[src/rtl/cfgdma_pkg.sv]
package cfgdma_pkg;

    localparam int WORD_W = 32;
    localparam int LEN_W  = 27;

    localparam int OFS_SRC  = 'h18;
    localparam int OFS_DST  = 'h1C;
    localparam int OFS_SLEN = 'h20;
    localparam int OFS_DLEN = 'h24;

    localparam logic [WORD_W-1:0] NO_DEST = '1;
    localparam logic [WORD_W-1:0] WORD_STEP = WORD_W'(4);

    typedef struct packed {
        logic [WORD_W-1:0] base;
        logic              hold_port;
        logic [LEN_W-1:0]  words;
    } cmd_t;

    typedef enum logic [2:0] {
        SQ_IDLE,
        SQ_FETCH,
        SQ_SEND,
        SQ_WAITP,
        SQ_FIN
    } sq_state_e;

    function automatic cmd_t make_cmd(logic [WORD_W-1:0] src, logic [LEN_W-1:0] n);
        cmd_t c;
        c.base      = {src[WORD_W-1:1], 1'b0};
        c.hold_port = src[0];
        c.words     = n;
        return c;
    endfunction

    function automatic logic is_no_dest(logic [WORD_W-1:0] dst, logic [WORD_W-1:0] dlen);
        return (dst == NO_DEST) && (dlen == '0);
    endfunction

    function automatic sq_state_e after_last(logic hold);
        return hold ? SQ_WAITP : SQ_FIN;
    endfunction

endpackage

[src/rtl/cfgdma_regstage.sv]
module cfgdma_regstage
    import cfgdma_pkg::*;
#(
    parameter int REG_AW = 8
) (
    input  logic              clk,
    input  logic              rst,
    input  logic              wr_en,
    input  logic [REG_AW-1:0] wr_addr,
    input  logic [WORD_W-1:0] wr_data,
    output logic              push_req,
    output logic              push_legal,
    output cmd_t              push_cmd
);

    logic [WORD_W-1:0] src_q;
    logic [WORD_W-1:0] dst_q;
    logic [LEN_W-1:0]  slen_q;

    always_ff @(posedge clk) begin
        if (rst) begin
            src_q  <= '0;
            dst_q  <= NO_DEST;
            slen_q <= '0;
        end else if (wr_en) begin
            if (wr_addr == REG_AW'(OFS_SRC))  src_q  <= wr_data;
            if (wr_addr == REG_AW'(OFS_DST))  dst_q  <= wr_data;
            if (wr_addr == REG_AW'(OFS_SLEN)) slen_q <= wr_data[LEN_W-1:0];
        end
    end

    always_comb begin
        push_req   = wr_en && (wr_addr == REG_AW'(OFS_DLEN));
        push_legal = is_no_dest(dst_q, wr_data);
        push_cmd   = make_cmd(src_q, slen_q);
    end

endmodule

[src/rtl/cfgdma_cmd_fifo.sv]
module cfgdma_cmd_fifo #(
    parameter int DEPTH = 4,
    parameter int W     = 60
) (
    input  logic         clk,
    input  logic         rst,
    input  logic         push,
    input  logic [W-1:0] din,
    input  logic         pop,
    output logic [W-1:0] dout,
    output logic         full,
    output logic         empty
);

    localparam int PTR_W = (DEPTH > 1) ? $clog2(DEPTH) : 1;
    localparam int CNT_W = $clog2(DEPTH + 1);
    localparam logic [PTR_W-1:0] LAST = PTR_W'(DEPTH - 1);

    logic [W-1:0]     slots [DEPTH];
    logic [PTR_W-1:0] wr_ptr, rd_ptr;
    logic [CNT_W-1:0] count;
    logic             do_push, do_pop;

    assign full    = (count == CNT_W'(DEPTH));
    assign empty   = (count == '0);
    assign do_push = push && !full;
    assign do_pop  = pop && !empty;
    assign dout    = slots[rd_ptr];

    always_ff @(posedge clk) begin
        if (do_push) slots[wr_ptr] <= din;
    end

    always_ff @(posedge clk) begin
        if (rst) begin
            wr_ptr <= '0;
            rd_ptr <= '0;
            count  <= '0;
        end else begin
            if (do_push) wr_ptr <= (wr_ptr == LAST) ? '0 : wr_ptr + PTR_W'(1);
            if (do_pop)  rd_ptr <= (rd_ptr == LAST) ? '0 : rd_ptr + PTR_W'(1);
            case ({do_push, do_pop})
                2'b10:   count <= count + CNT_W'(1);
                2'b01:   count <= count - CNT_W'(1);
                default: count <= count;
            endcase
        end
    end

endmodule

[src/rtl/cfgdma_seq.sv]
module cfgdma_seq
    import cfgdma_pkg::*;
(
    input  logic              clk,
    input  logic              rst,
    input  logic              cmd_avail,
    input  cmd_t              cmd_in,
    output logic              cmd_pop,
    output logic              mem_req,
    output logic [WORD_W-1:0] mem_addr,
    input  logic              mem_rsp_valid,
    input  logic [WORD_W-1:0] mem_rsp_data,
    output logic              cfg_valid,
    output logic [WORD_W-1:0] cfg_data,
    input  logic              cfg_ready,
    input  logic              port_idle,
    output logic              done_pulse,
    output logic              port_done_pulse
);

    sq_state_e         state;
    logic [WORD_W-1:0] addr_q;
    logic [LEN_W-1:0]  left_q;
    logic              hold_q;
    logic [WORD_W-1:0] word_q;

    always_ff @(posedge clk) begin
        if (rst) begin
            state  <= SQ_IDLE;
            addr_q <= '0;
            left_q <= '0;
            hold_q <= 1'b0;
            word_q <= '0;
        end else begin
            case (state)
                SQ_IDLE: begin
                    if (cmd_avail) begin
                        addr_q <= cmd_in.base;
                        left_q <= cmd_in.words;
                        hold_q <= cmd_in.hold_port;
                        state  <= (cmd_in.words == '0) ? after_last(cmd_in.hold_port) : SQ_FETCH;
                    end
                end
                SQ_FETCH: begin
                    if (mem_rsp_valid) begin
                        word_q <= mem_rsp_data;
                        state  <= SQ_SEND;
                    end
                end
                SQ_SEND: begin
                    if (cfg_ready) begin
                        addr_q <= addr_q + WORD_STEP;
                        left_q <= left_q - LEN_W'(1);
                        state  <= (left_q == LEN_W'(1)) ? after_last(hold_q) : SQ_FETCH;
                    end
                end
                SQ_WAITP: begin
                    if (port_idle) state <= SQ_FIN;
                end
                SQ_FIN:  state <= SQ_IDLE;
                default: state <= SQ_IDLE;
            endcase
        end
    end

    always_comb begin
        cmd_pop         = (state == SQ_IDLE) && cmd_avail;
        mem_req         = (state == SQ_FETCH);
        mem_addr        = addr_q;
        cfg_valid       = (state == SQ_SEND);
        cfg_data        = word_q;
        done_pulse      = (state == SQ_FIN);
        port_done_pulse = (state == SQ_FIN) && hold_q;
    end

endmodule

[src/rtl/cfgdma_cmdq.sv]
module cfgdma_cmdq
    import cfgdma_pkg::*;
#(
    parameter int DEPTH  = 4,
    parameter int REG_AW = 8
) (
    input  logic              clk,
    input  logic              rst,
    input  logic              wr_en,
    input  logic [REG_AW-1:0] wr_addr,
    input  logic [31:0]       wr_data,
    output logic              mem_req,
    output logic [31:0]       mem_addr,
    input  logic              mem_rsp_valid,
    input  logic [31:0]       mem_rsp_data,
    output logic              cfg_valid,
    output logic [31:0]       cfg_data,
    input  logic              cfg_ready,
    input  logic              port_idle,
    output logic              q_full,
    output logic              q_empty,
    output logic              evt_dma_done,
    output logic              evt_port_done,
    output logic              evt_queue_ovf,
    output logic              evt_cmd_err
);

    localparam int CMD_W = $bits(cmd_t);

    logic push_req, push_legal, push_ok, pop;
    cmd_t push_cmd, head_cmd;
    logic [CMD_W-1:0] head_bits;
    logic ovf_q, err_q;

    cfgdma_regstage #(.REG_AW(REG_AW)) u_stage (
        .clk        (clk),
        .rst        (rst),
        .wr_en      (wr_en),
        .wr_addr    (wr_addr),
        .wr_data    (wr_data),
        .push_req   (push_req),
        .push_legal (push_legal),
        .push_cmd   (push_cmd)
    );

    assign push_ok  = push_req && push_legal;
    assign head_cmd = cmd_t'(head_bits);

    cfgdma_cmd_fifo #(.DEPTH(DEPTH), .W(CMD_W)) u_fifo (
        .clk   (clk),
        .rst   (rst),
        .push  (push_ok),
        .din   (push_cmd),
        .pop   (pop),
        .dout  (head_bits),
        .full  (q_full),
        .empty (q_empty)
    );

    cfgdma_seq u_seq (
        .clk             (clk),
        .rst             (rst),
        .cmd_avail       (!q_empty),
        .cmd_in          (head_cmd),
        .cmd_pop         (pop),
        .mem_req         (mem_req),
        .mem_addr        (mem_addr),
        .mem_rsp_valid   (mem_rsp_valid),
        .mem_rsp_data    (mem_rsp_data),
        .cfg_valid       (cfg_valid),
        .cfg_data        (cfg_data),
        .cfg_ready       (cfg_ready),
        .port_idle       (port_idle),
        .done_pulse      (evt_dma_done),
        .port_done_pulse (evt_port_done)
    );

    always_ff @(posedge clk) begin
        if (rst) begin
            ovf_q <= 1'b0;
            err_q <= 1'b0;
        end else begin
            ovf_q <= push_ok && q_full;
            err_q <= push_req && !push_legal;
        end
    end

    assign evt_queue_ovf = ovf_q;
    assign evt_cmd_err   = err_q;

endmodule

[config.mk]
export PLATFORM = sky130hd
export DESIGN_NAME = cfgdma_cmdq
export DESIGN_NICKNAME = d
export VERILOG_FILES = /design/src/rtl/cfgdma_pkg.sv /design/src/rtl/cfgdma_regstage.sv /design/src/rtl/cfgdma_cmd_fifo.sv /design/src/rtl/cfgdma_seq.sv /design/src/rtl/cfgdma_cmdq.sv
export SDC_FILE = /design/constraint.sdc
export NUM_CORES = 1
export LEC_CHECK = 0
export BUFFER_PORTS_ARGS = -buffer_cell sky130_fd_sc_hd__buf_2
export CORE_AREA = 8 8 174 176
export DETAILED_ROUTE_END_ITERATION = 16
export DIE_AREA = 0 0 182 184
export PLACE_DENSITY = 0.95
export SYNTH_ARGS = -nofsm -noshare
export SYNTH_HDL_FRONTEND = slang
export SYNTH_SLANG_ARGS = --single-unit
[constraint.sdc]
create_clock -name clk -period 8.6 [get_ports clk]
set_clock_uncertainty 0.05 [all_clocks]
set_input_delay 0.43 -clock clk [delete_from_list [all_inputs] [get_ports clk]]
set_output_delay 0.43 -clock clk [all_outputs]
set_load 0.005 [all_outputs]
# Word level (Yosys, flattened, before mapping)
# Memories as Yosys holds them, arrays and structs flattened. A register that Yosys moved wholly into a read port is not among the register bits.
# Cells that the tools add are included.
[word_totals] mem_count=1 register_bits=195 ramBits=236 output_inout_bits=72
[memory_table] memory="u_fifo.slots" depth=4 width=59 read_ports=1 rd_clocked_by_memory_dff=1 write_ports=1 line="cfgdma_cmd_fifo.sv:19" text="logic [W-1:0] slots [DEPTH];"
[op_classes] mux=22 bitwise=1 addsub=6 n_eq_ne=19 n_reduce_logical=25
[op_table] op="two-way mux 32 bit" count=2
[op_table] op="one-hot mux 32 bit (2 select lines)" count=1
[op_table] op="two-way mux 27 bit" count=2
[op_table] op="one-hot mux 27 bit (2 select lines)" count=1
[op_table] op="adder 32 x 3 -> 32 bit (second input constant)" count=1
[op_table] op="== test 32 bit (second input constant)" count=1
[op_table] op="zero test 32 bit" count=1
[op_table] op="== test 27 x 1 -> 1 bit (second input constant)" count=1
[op_table] op="zero test 27 bit" count=1
[op_table] op="subtractor 27 x 1 -> 27 bit (second input constant)" count=1
[op_table] op="two-way mux 3 bit" count=8
[op_table] op="== test 8 x 5 -> 1 bit (second input constant)" count=2
[op_table] op="== test 8 x 6 -> 1 bit (second input constant)" count=2
[op_table] op="one-hot mux 3 bit (4 select lines)" count=1
[op_table] op="AND reduction 2 bit" count=5
[op_table] op="logical AND 1 bit" count=9
[op_table] op="two-way mux 2 bit" count=4
[op_table] op="== test 2 bit (second input constant)" count=3
[op_table] op="== test 3 x 2 -> 1 bit (second input constant)" count=2
[op_table] op="== test 3 bit (second input constant)" count=2
[op_table] op="zero test 3 bit" count=2
[op_table] op="one-hot mux 3 bit (2 select lines)" count=1
[op_table] op="adder 2 x 1 -> 2 bit (second input constant)" count=2
[op_table] op="!= test 2 x 1 -> 1 bit (second input constant)" count=2
[op_table] op="other kinds (11)" count=16

# Depth between registers and ports, before layout
[depth] depth_word=6 ltp_mapped=11 mapped_depth_nobuf=11

# Cells and area by module
# From an unflattened synthesis, not the netlist that was laid out.
[hier_totals] cells_unflattened=1445 hier_area_um2=18297.5
[by_module_without_submodules] mod="cfgdma_cmd_fifo" cells_each=368 area_per_inst_um2=9133.8 n_inst=1 seq_area_each_um2=7387.1
[by_module_without_submodules] mod="cfgdma_seq" cells_each=671 area_per_inst_um2=5165.0 n_inst=1 seq_area_each_um2=1901.8
[by_module_without_submodules] mod="cfgdma_regstage" cells_each=400 area_per_inst_um2=3930.0 n_inst=1 seq_area_each_um2=1821.7
[by_module_without_submodules] mod="cfgdma_cmdq" cells_each=6 area_per_inst_um2=68.8 n_inst=1 seq_area_each_um2=40.0

# Least setup slack after synthesis
# No wires, ideal clock.
[synth_path] path_type="input to register" startpoint="input port wr_data[8]" endpoint="memory u_fifo.slots[0][0] (netlist name), enable pin" slack_ns=4.766 t_arrival_ns=3.361 stages=5 setup_time_ns=0.423 n_path_buf=0 path_cell_list="or4b_2 > nor4_1 > and4_1 > nor3b_2 > and2_1"
[synth_between] elab_chain_len=6
[synth_rtl] element="start, declared" line="cfgdma_cmdq.sv:11" text="input logic [31:0] wr_data,"
[synth_rtl] element="zero test 32 bit" line="cfgdma_pkg.sv:37" text="return (dst == NO_DEST) && (dlen == '0);"
[synth_rtl] element="logical AND 1 bit" line="cfgdma_pkg.sv:37"
[synth_rtl] element="logical AND 1 bit" line="cfgdma_cmdq.sv:46" text="assign push_ok = push_req && push_legal;"
[synth_rtl] element="logical AND 1 bit" line="cfgdma_cmd_fifo.sv:26" text="assign do_push = push && !full;"
[synth_rtl] element="two-way mux 1 bit" line="cfgdma_cmd_fifo.sv:31" text="if (do_push) slots[wr_ptr] <= din;"
[synth_rtl] element="two-way mux 1 bit (not written as such)" line="cfgdma_cmd_fifo.sv:31"
[synth_rtl] element="end, declared" line="cfgdma_cmd_fifo.sv:19"
# No other way between the ends.

# Final worst setup path
[layout_path] startpoint="register u_seq.state[1]" endpoint="register u_seq.addr_q[25], in the netlist u_seq.mem_addr[25]"
[layout_between] elab_chain_len=3
[layout_rtl] element="start, declared" line="cfgdma_seq.sv:21" text="sq_state_e state;"
[layout_rtl] element="start signal, assigned" line="cfgdma_seq.sv:41" text="state <= (cmd_in.words == '0) ? after_last(cmd_in.hold_port) : SQ_FETCH;"
[layout_rtl] element="start signal, assigned" line="cfgdma_seq.sv:54" text="state <= (left_q == LEN_W'(1)) ? after_last(hold_q) : SQ_FETCH;"
[layout_rtl] element="== test 3 x 2 -> 1 bit / zero test 3 bit (equally long branches)" line="cfgdma_seq.sv:35" text="case (state)"
[layout_rtl] element="!= test 2 x 1 -> 1 bit (no source line) (tied with other cells)"
[layout_rtl] element="AND reduction 3 bit (no source line)"
[layout_rtl] element="end signal, assigned" line="cfgdma_seq.sv:38" text="addr_q <= cmd_in.base;"
[layout_rtl] element="end signal, assigned" line="cfgdma_seq.sv:52" text="addr_q <= addr_q + WORD_STEP;"
[layout_rtl] element="end, declared" line="cfgdma_seq.sv:22" text="logic [WORD_W-1:0] addr_q;"
# Parallel ways exist; a longest one is shown, timed or not.
# A chain may end at the register's enable or synchronous reset.

==> metrics.md <==
| Metric | Value |
|---|---|
| Placed cells | `1870` |
| Final WL | `50100 um` |
| Worst path cell trace | `nor2b_1, nand2b_2, inv_1, buf_4, nand2_1, or3_1, a41oi_1` |
| Max Clk Rate | `240 MHz` |
| Hold Path Stages | `3` |
| Pwr dens | `209 mW/mm2` |
| I/O pin count | `150` |
| Setup crit end kind | `flip-flop` |
| Primary FF master, synth | `edfxtp_1` |
| Final Instance Area | `0.0198 mm2` |
| Routed length per instance | `25.7 um` |
| RSZ-0062 raised after global routing | `no` |
| CP max stage cell | `dfxtp_1` |
| Initial Util | `63.3%` |
| Hold-fix buffers, CTS | `0` |
| GPL Wtd Cong | `0.932` |
| Hold Path Class | `in2reg` |
| Dpl hpwl | `30800 um` |
| Post-synth EDFFs | `236` |
| IO buf count | `148` |
| Bufs and invs on worst path | `2` |
| FF-to-FF Start | `u_seq.state[1]` |
| Clock transition at path regs | `0.06 ns` |
| Net Count, Synth | `1541` |
| Yosys Warn Count | `0` |
| Vias in the first global route | `12700` |
| Asr flop ratio synth | `0%` |
| Initial antenna violation count | `1` |
| Die Y-Extent | `184 um` |
| CTS resizes | `0` |
| Gr usage total | `29.2%` |
| Relative slew slack | `15.6%` |
| Share of layout cells above drive strength 1 | `18.8%` |
| Reg2Reg Depth | `7` |
| Critical path required time | `9.02 ns` |
| Synth Register Bits | `432` |
| DRC violations left | `0` |
| Clk buf depth | `3` |
| Critical-path maximum fanout | `56` |
| Num Clock Sinks | `432` |
| CTS tree | `done` |
| Most common library cells after synthesis | `nand2_1, edfxtp_1, dfxtp_1` |
| Ranking of synthesized cells by area | `edfxtp_1, dfxtp_1, mux4_2, nand2_1, a21oi_1` |
| Max-Cap Viols | `0` |
| Post-DR vias/cell | `6.86` |
| Die width | `182 um` |
| Largest net degree at the start of global routing | `112` |
| Hold_sp | `mem_rsp_data[2]` |
| Mapped Area | `0.0174 mm2` |
| Non-Filler Instances | `1947` |
| Max-slew violation count | `0` |
| FILL cells | `1632` |
| Final Hold Viols | `0` |
| Root Buffer | `clkbuf_16` |
| Multi-input gate area in the final layout | `0.00596 mm2` |
| Yosys top cell area share | `40.8%` |
| Peak VDD IR | `0.174 mV` |
| Count leader, synth | `nand2_1` |
| Core box area | `0.0275 mm2` |
| TNS Setup | `0 ns` |
| Final setup fails | `0` |
| Syn Inst Count | `1453` |
| Largest area contributor in the synthesized netlist | `edfxtp_1` |
| Hold endpoint | `u_seq.cfg_data[2]` |
| Seq. cell area | `0.0110 mm2` |
| R2r setup slk | `4.43 ns` |
| Outcome | `completed` |
| Overflow left after global routing | `0` |
| Reg2reg end | `u_seq.mem_addr[25]` |
| Routed via count | `13400` |
| Total die area | `0.0335 mm2` |
| Fin crit share | `48.5%` |
| DRT iter0 DRCs | `2070` |
| DRT Pass-1 Iters | `8` |
| Routed Antenna Nets | `0` |
| Num rows | `61` |
| Final min period | `4.17 ns` |
| Syn-to-layout area delta | `13.6%` |
| Leak | `7.26 nW` |
| Worst EP arrival | `4.59 ns` |
| Synthesized area per cell | `12.0 um2` |
| Clock latency on the worst-skew pair | `0.55 ns` |
| Synth cell types | `61` |
| DP Area | `0.0183 mm2` |
| Max incr delay on CP | `0.91 ns` |
| Critical path class | `reg2reg` |
| Sequential-to-total area share from yosys stat | `63.3%` |
| Setup Fix Bufs, Post-CTS | `0` |
| NumNets Final | `1655` |
| Top delay family on crit path | `simple AND/OR/NAND/NOR gates` |
| CP Depth | `7` |
| H-tree levels | `2` |
| TritonCTS buffer count | `41` |
| Worst slew pin tran | `1.27 ns` |
| Critical Path Source Type | `flip-flop` |
| Global-route wire length before repair | `75300 um` |
## cell usage in the layout, fill, tap and decap left out, types with 16 or more instances in the layout
cell       count
a21oi_1      126
a31oi_1       17
buf_2        147
clkbuf_16     42
dfxtp_1      194
edfxtp_1     236
inv_1         16
mux2i_1       30
mux4_2        54
nand2_1      260
nand3_1       24
nand3b_1      34
nand4_1       20
nor2_1        96
nor3_1        21
nor4_1        23
o21ai_0       48
## registers in the layout, summed over array words and instances (netlist names), named ones only
| register | count |
|---|---|
| u_stage.src_q | 32 |
| u_stage.dst_q | 32 |
| u_seq.mem_addr | 31 |
| u_fifo.wr_ptr | 2 |
| u_seq.cfg_data | 32 |
| evt_queue_ovf | 1 |
| u_seq.state | 3 |
| u_fifo.count | 3 |
| u_seq.hold_q | 1 |
| evt_cmd_err | 1 |
| u_fifo.rd_ptr | 2 |
| u_seq.left_q | 27 |
| u_fifo.slots | 236 |
| u_stage.slen_q | 27 |
## routing by layer
layer	part of all wire, %	GRT usage [%]	wire (um)	vias to the layer above
met5	0	0	0	-
met4	5.6	14.4	2830	0
met3	14	7.43	6800	256
met2	46	46.2	22900	1241
met1	35	37.4	17600	6275
li1	-	-	-	5594
## worst register-to-register path, stage by stage, from the launching register on
cell      delay, ns
dfxtp_1        0.91
nor2b_1        0.33
nand2b_2       0.67
inv_1          0.80
buf_4          0.45
nand2_1        0.29
or3_1          0.42
a41oi_1        0.17
## cells by family (layout without fill, tap and decap cells)
| group | Yosys count | count (layout) | share of synthesized area [%] |
|---|---|---|---|
| xor+xnor | 3 | 3 | 0.151 |
| compound gates | 251 | 251 | 8.36 |
| other cells | 1 | 2 | 0.0216 |
| mux | 89 | 89 | 9.48 |
| flops | 432 | 432 | 63.3 |
| fa+ha+maj | 10 | 10 | 0.763 |
| buf+inv | 105 | 252 | 2.50 |
| simple gates | 562 | 562 | 15.4 |
## power breakdown
| group | switching (mW) | internal, mW |
|---|---|---|
| Combinational | 0.0327 | 0.0184 |
| Clock | 0.784 | 1.14 |
| Sequential | 0.000877 | 2.15 |
| Total | 0.817 | 3.31 |
## final cells by class
class / count / share of cell area (%)
multi-input cells: 916 / 30.2
clock inverters: 19 / 1.22
diodes: 1 / 0.0127
clock buffers: 57 / 6.10
inverters: 16 / 0.304
well taps: 346 / 2.19
repair buffers: 160 / 4.22
flip-flops and latches: 432 / 55.8
## through the flow
step	power, mW	utilization, %	hold WS [ns]	worst slack [ns]
finish	4.12	71.9	0.0681	4.43
global route	4.21	71.9	0.0808	4.30
CTS	4.13	71.9	0.0587	4.64
detailed placement	2.25	66.6	0.395	4.63
global placement	2.25	66.6	0.388	4.80
floorplan	2.22	-	0.382	4.77
## worst max path at each step
| stage | from | to |
|---|---|---|
| finish | u_seq.state[1] | u_seq.mem_addr[25] |
| global route | u_seq.state[1] | u_seq.mem_addr[31] |
| CTS | u_seq.state[1] | u_seq.mem_addr[25] |
| detailed placement | wr_data[8] | u_fifo.slots[0][0] |
| global placement | wr_data[8] | u_fifo.slots[0][39] |
| floorplan | wr_data[8] | u_fifo.slots[0][0] |
No activity file was read; power rests on OpenSTA's default activity.
